`src/rtl/hall_comm_pkg.sv`:
```
package hall_comm_pkg;

    localparam int PHASES   = 3;
    localparam int HALL_W   = 3;
    localparam int PH_IDX_W = $clog2(PHASES);

    typedef logic [PHASES-1:0] phase_vec_t;

    typedef enum logic {
        DIR_FWD = 1'b0,
        DIR_REV = 1'b1
    } dir_e;

    typedef struct packed {
        logic                valid;
        logic [PH_IDX_W-1:0] src;
        logic [PH_IDX_W-1:0] snk;
    } commute_t;

    typedef struct packed {
        phase_vec_t hi;
        phase_vec_t lo;
    } bridge_en_t;

    localparam bridge_en_t BRIDGE_OFF = '{hi: '0, lo: '0};

    // Six-step table indexed by the forward-normalised Hall code.
    function automatic commute_t step_lookup(input logic [HALL_W-1:0] code);
        commute_t r;
        r = '{valid: 1'b0, src: '0, snk: '0};
        case (code)
            3'b101: r = '{valid: 1'b1, src: PH_IDX_W'(1), snk: PH_IDX_W'(0)};
            3'b001: r = '{valid: 1'b1, src: PH_IDX_W'(2), snk: PH_IDX_W'(0)};
            3'b011: r = '{valid: 1'b1, src: PH_IDX_W'(2), snk: PH_IDX_W'(1)};
            3'b010: r = '{valid: 1'b1, src: PH_IDX_W'(0), snk: PH_IDX_W'(1)};
            3'b110: r = '{valid: 1'b1, src: PH_IDX_W'(0), snk: PH_IDX_W'(2)};
            3'b100: r = '{valid: 1'b1, src: PH_IDX_W'(1), snk: PH_IDX_W'(2)};
            default: r = '{valid: 1'b0, src: '0, snk: '0};
        endcase
        return r;
    endfunction

    // Reverse rotation reads the table through the inverted sensor pattern.
    function automatic logic [HALL_W-1:0] normalise(input logic [HALL_W-1:0] code,
                                                    input dir_e dir);
        return (dir == DIR_REV) ? ~code : code;
    endfunction

endpackage

```
`src/rtl/hall_step_decode.sv`:
```
module hall_step_decode
    import hall_comm_pkg::*;
(
    input  logic [HALL_W-1:0] hall_code,
    input  dir_e              dir,
    output commute_t          step
);
    logic [HALL_W-1:0] fwd_code;

    always_comb begin
        fwd_code = normalise(hall_code, dir);
        step     = step_lookup(fwd_code);
    end
endmodule

```
`src/rtl/dir_hold.sv`:
```
module dir_hold
    import hall_comm_pkg::*;
#(
    parameter dir_e RESET_DIR = DIR_REV
) (
    input  logic clk,
    input  logic rst,
    input  logic dir_req,
    input  logic take_en,
    output dir_e dir_act
);
    always_ff @(posedge clk) begin
        if (rst) begin
            dir_act <= RESET_DIR;
        end else if (take_en) begin
            dir_act <= dir_e'(dir_req);
        end
    end
endmodule

```
`src/rtl/enable_drive.sv`:
```
module enable_drive
    import hall_comm_pkg::*;
(
    input  logic       clk,
    input  logic       rst,
    input  commute_t   step,
    input  logic       kill,
    output bridge_en_t en_q
);
    bridge_en_t en_d;

    generate
        for (genvar p = 0; p < PHASES; p++) begin : g_phase
            always_comb begin
                en_d.hi[p] = step.valid && !kill && (step.src == PH_IDX_W'(p));
                en_d.lo[p] = step.valid && !kill && (step.snk == PH_IDX_W'(p));
            end
        end
    endgenerate

    always_ff @(posedge clk) begin
        if (rst) begin
            en_q <= BRIDGE_OFF;
        end else begin
            en_q <= en_d;
        end
    end
endmodule

```
`src/rtl/hall_commutator.sv`:
```
module hall_commutator
    import hall_comm_pkg::*;
(
    input  logic              clk,
    input  logic              rst,
    input  logic [HALL_W-1:0] hall_lvl,
    input  logic              dir_req,
    input  logic              drive_off,
    output logic [PHASES-1:0] hi_en,
    output logic [PHASES-1:0] lo_en
);
    dir_e       dir_act;
    commute_t   step;
    bridge_en_t en_q;

    dir_hold #(.RESET_DIR(DIR_REV)) u_dir (
        .clk     (clk),
        .rst     (rst),
        .dir_req (dir_req),
        .take_en (drive_off),
        .dir_act (dir_act)
    );

    hall_step_decode u_dec (
        .hall_code (hall_lvl),
        .dir       (dir_act),
        .step      (step)
    );

    enable_drive u_drv (
        .clk  (clk),
        .rst  (rst),
        .step (step),
        .kill (drive_off),
        .en_q (en_q)
    );

    assign hi_en = en_q.hi;
    assign lo_en = en_q.lo;
endmodule

```
`config.mk`:
```
export PLATFORM = sky130hd
export DESIGN_NAME = hall_commutator
export DESIGN_NICKNAME = d
export VERILOG_FILES = /design/src/rtl/hall_comm_pkg.sv /design/src/rtl/hall_step_decode.sv /design/src/rtl/dir_hold.sv /design/src/rtl/enable_drive.sv /design/src/rtl/hall_commutator.sv
export SDC_FILE = /design/constraint.sdc
export NUM_CORES = 1
export LEC_CHECK = 0
export ABC_CLOCK_PERIOD_IN_PS = 2100
export CORE_AREA = 2 2 39 41
export CTS_BUF_LIST = sky130_fd_sc_hd__clkbuf_8
export CTS_CLUSTER_SIZE = 10
export DETAILED_ROUTE_END_ITERATION = 8
export DIE_AREA = 0 0 41 43
export PLACE_DENSITY = 0.48
export SYNTH_ARGS = -nofsm -noshare
export SYNTH_HDL_FRONTEND = slang
export SYNTH_SLANG_ARGS = --single-unit
export TNS_END_PERCENT = 50
```
`constraint.sdc`:
```
create_clock -name clk -period 2.1 [get_ports clk]
set_clock_uncertainty 0.1 [all_clocks]
set_input_delay 0.21 -clock clk [delete_from_list [all_inputs] [get_ports clk]]
set_output_delay 0.21 -clock clk [all_outputs]
set_load 0.03 [all_outputs]
```
# After elaboration in Yosys (flattened, before gate mapping)
# Index checks and enable logic that the tools add are counted.
# op_classes
mux	2
n_bitwise	1
n_reduce_logical	10
eq_ne	10
# op_table
operator	count
$pmux 5 s6	1
$eq 3x3->1 const B	3
$logic_and 1x1->1	7
$eq 3x2->1 const B	2
$eq 2x1->1 const B	2
$eq 2x2->1 const B	2
$logic_not 2->1	2
$eq 3x1->1 const B	1
$mux 3	1
$not 3->3	1
$logic_not 1->1	1
# totals
elab_cells	26
output_inout_bits	6
reg_bits	7
inputBits	7

# Depth between registers and ports, before layout
# depth
depth_word	6
mapped_depth	3
mapped_depth_nobuf	2

# Modules after synthesis
# Synthesis repeated with hierarchy kept, for this count alone.
# unflattened
hier_cells	30
hier_area_um2	316.6
# modules_own_cells
mod	area_each_um2	instances	seq_area_each_um2	cells_per_inst
enable_drive	200.2	1	120.1	14
hall_step_decode	81.3	1	0.0	13
dir_hold	35.0	1	20.0	3

# Worst setup path before layout
# Ideal clock, no wire load.
# synth_timing
kind	register to register
startpoint	register u_dir.dir_act
endpoint	register, netlist name u_drv.en_q[2]
path_slack_ns	1.001
required_ns	1.933
t_arrival_ns	0.932
path_stages_with_launch	4
setup_time_ns	0.067
synth_period_minus_slack_ns	1.099
n_path_buf	1
cell_sequence	dfxtp_1 -> buf_6 -> or3b_1 -> a21oi_2
# synth_via
elab_chain_len	5
word_cells_on_any_way	11
cone_classes	7 x eq/ne; 2 x mux; 2 x reduce/logical
# synth_rtl
element	line	text
start, declared	dir_hold.sv:10	output dir_e dir_act
start signal, assigned	dir_hold.sv:16	dir_act <= dir_e'(dir_req);
$mux 3 *	hall_comm_pkg.sv:46	return (dir == DIR_REV) ? ~code : code;
$eq 3x3->1 (tied with other cells)	hall_comm_pkg.sv:31	case (code)
$pmux 5 s6 *	hall_comm_pkg.sv:31	
$eq 2x2->1 or $logic_and 1x1->1 (tied branches)	enable_drive.sv:16	en_d.lo[p] = step.valid && !kill && (step.snk == PH_IDX_W'(p));
$logic_and 1x1->1 *	enable_drive.sv:16	
# Every way passes the cells marked *; elsewhere a longest branch is shown, timed or not.
# A chain may end at the register's enable or synchronous reset.

# Final worst setup path
# layout_timing
startpoint	register, netlist name u_drv.en_q[5]
endpoint	output hi_en[2]
# layout_lines
element	line	text
end, declared	hall_commutator.sv:9	output logic [PHASES-1:0] hi_en,
# No word-level cell between the ends.

==> qor.txt <==
Layout cells sized above 1: 15.91%
Synth warn: 0
Worst setup path start: u_drv.en_q[5]
GPL Wtd Cong: 0.7130
Area added between synthesis and finish: 53.97%
Register area share after synthesis: 44.44%
RSZ-0062 raised after global routing: false
Initial Util: 22.78%
Commonest non-fill, non-tap cell in the layout: clkdlybuf4s50_1
Final hold viol count: 0
Vias in the first global route: 241
Clock power frac: 49.5%
Most frequent cells in the layout: clkdlybuf4s50_1 (12), dfxtp_1 (7), nand3b_1 (6), or3b_1 (6)
GRT Resource Usage Total: 10.04%
Maximum clock rate: 663.5 MHz
Reg clk slew, reported paths: 0.04 ns
Clock Tree Root: clkbuf_8
Sinks on Clock Net: 7
Antenna violations before repair: 0
Crit-path max cell delay: 0.66 ns
DR iter-0 viols: 2
CORE AREA: 1384 µm²
Slowest stage cell, crit path: clkdlybuf4s50_1
DRT Pass-1 Iters: 2
Cells along the critical path: clkdlybuf4s50_1
Dpl ws: 0.6137 ns
Reg power frac: 37.9%
Switch share: 22.95%
Cell leakage power: 0.1669 nW
Clock Tree Buf Depth: 2
WP buf/inv: 1
Worst-Skew Late Latency: 0.23 ns
Critical path class: reg2out
Post-synthesis instance total: 30
DRC: 0
Detailed-route wire length per cell: 9.967 µm
Critical R2R Launch: u_dir.dir_act
Hold_ws: 0.4669 ns
CP Data Arrival Time: 1.20 ns
Pint: 0.2909 mW
Switching Power: 0.08662 mW
DR vias/cell: 4.600
First-pass GRT wire length: 1083 µm
Post-cts resize count: 0
FF+latch count, synth: 7
Slew @ Worst Pin: 0.3302 ns
Netlist cell types: 10
CTS Buf Count: 3
Fin crit share: 71.77%
Setup Viol. Count Final: 0
Hpwl dp: 435.9 µm
Syn_nets: 37
Stages on worst setup path: 1
Hold-fix buffers, CTS: 0
Syn_area_per_cell: 10.51 µm²
Max Cap Viol: 0
# IOs: 13
Logic pwr share: 12.6%
Reg2Reg Depth: 2
Overall via count from detail_route: 276
Die Y: 43 µm
Non-filler cells, final: 60
Power Density: 777.6 nW/µm²
Crit-path max FO: 1
Placed Cells incl. Taps: 56
DRT antenna net count: 0
R2r setup slk: 0.97 ns
Top delay family on crit path: buffers and inverters
GRT overflow: 0
Antenna Cells: 0
Post-Route WL: 598 µm
Port-buffer cells: 12
Worst setup endpoint: hi_en[2]
Pins Over Slew Limit: 0
Status: finished, final reports clean
CP Data Required Time: 1.79 ns
Post-CTS setup buffer count: 0
Die width: 41 µm
Synth Cell Area: 315.3 µm²
Die area: 1763 µm²
TritonCTS clock tree: yes
H-tree levels: 1
Setup ws final: 0.5928 ns
Peak supply drop: 0.0004567 V
Startpoint types: register
Hold crit path type: in2reg
RR Endpoint: u_drv.en_q[1]
FP Rows: 14
Min cycle time layout: 1.507 ns
Crit end category: output port
Hold path cells: 2
Setup TNS Final: 0 ns
Layout net count: 52
Largest net degree at the start of global routing: 14
Slew HR: 77.96%
## Yosys cell counts (all sizes together)
| cell | n | area [µm²] |
|---|---|---|
| a211o | 1 | 8.760 |
| a21oi | 6 | 41.29 |
| buf | 1 | 11.26 |
| clkbuf | 1 | 3.750 |
| dfxtp | 7 | 140.1 |
| nand3b | 6 | 45.04 |
| nor2b | 1 | 6.260 |
| or2 | 1 | 6.260 |
| or3b | 6 | 52.55 |
## flip-flops by register name (all words and copies together) (netlist names)
name / flops
u_drv.en_q: 6
u_dir.dir_act: 1
## routing by layer
metal	track usage (%)	wire length (µm)
met1	9.968	262
met2	13.13	271
met3	9.424	55
met4	6.000	8
met5	0	0
## final cells by class
| cell class | instances | area, µm² |
|---|---|---|
| Sequential cell | 7 | 140.1 |
| Clock buffer | 3 | 41.29 |
| Multi-Input combinational cell | 21 | 160.2 |
| Fill cell | 142 | 898.4 |
| Timing Repair Buffer | 12 | 120.1 |
| Clock inverter | 1 | 3.754 |
| Tap cell | 16 | 20.02 |
## logic make-up (layout without fill, tap and decap cells)
group	count (synthesis)	after routing	share of synthesized area, %
buf+inv	2	16	4.761
simple gates	14	14	34.92
flops	7	7	44.44
compound gates	7	7	15.87
## worst register-to-register path: cells and delay by family, from the launching register on
kind	cells	cell delay, ns
simple gates	1	0.40
compound gates	1	0.16
flops	1	0.40
## how the worst min path moves through the flow
stage / slack [ns] / startpoint / end
3_3_place_gp: 0.51 / u_dir.dir_act / u_drv.en_q[0]
5_1_grt: 0.48 / rst / u_dir.dir_act
6_report: 0.47 / dir_req / u_dir.dir_act
3_5_place_dp: 0.52 / u_dir.dir_act / u_drv.en_q[0]
4_1_cts: 0.47 / dir_req / u_dir.dir_act
2_1_floorplan: 0.21 / rst / u_dir.dir_act
## per-stage QoR
step,util [%],power [mW],area [µm²]
after floorplan,-,0.1711,315.3
after global placement,31.83,0.1919,440.4
after detailed placement,31.83,0.1929,440.4
after CTS,35.08,0.3834,485.5
after global routing,35.08,0.4038,485.5
final,35.08,0.3775,485.5
## power groups by stage
stage / clock network, mW / registers, mW / logic, mW
floorplan: 0 / 0.150 / 0.0206
global placement: 0 / 0.145 / 0.0468
detailed placement: 0 / 0.145 / 0.0475
CTS: 0.193 / 0.143 / 0.0476
global route: 0.208 / 0.144 / 0.0516
finish: 0.187 / 0.143 / 0.0474
Note: power is estimated with default switching activity, not from simulation.
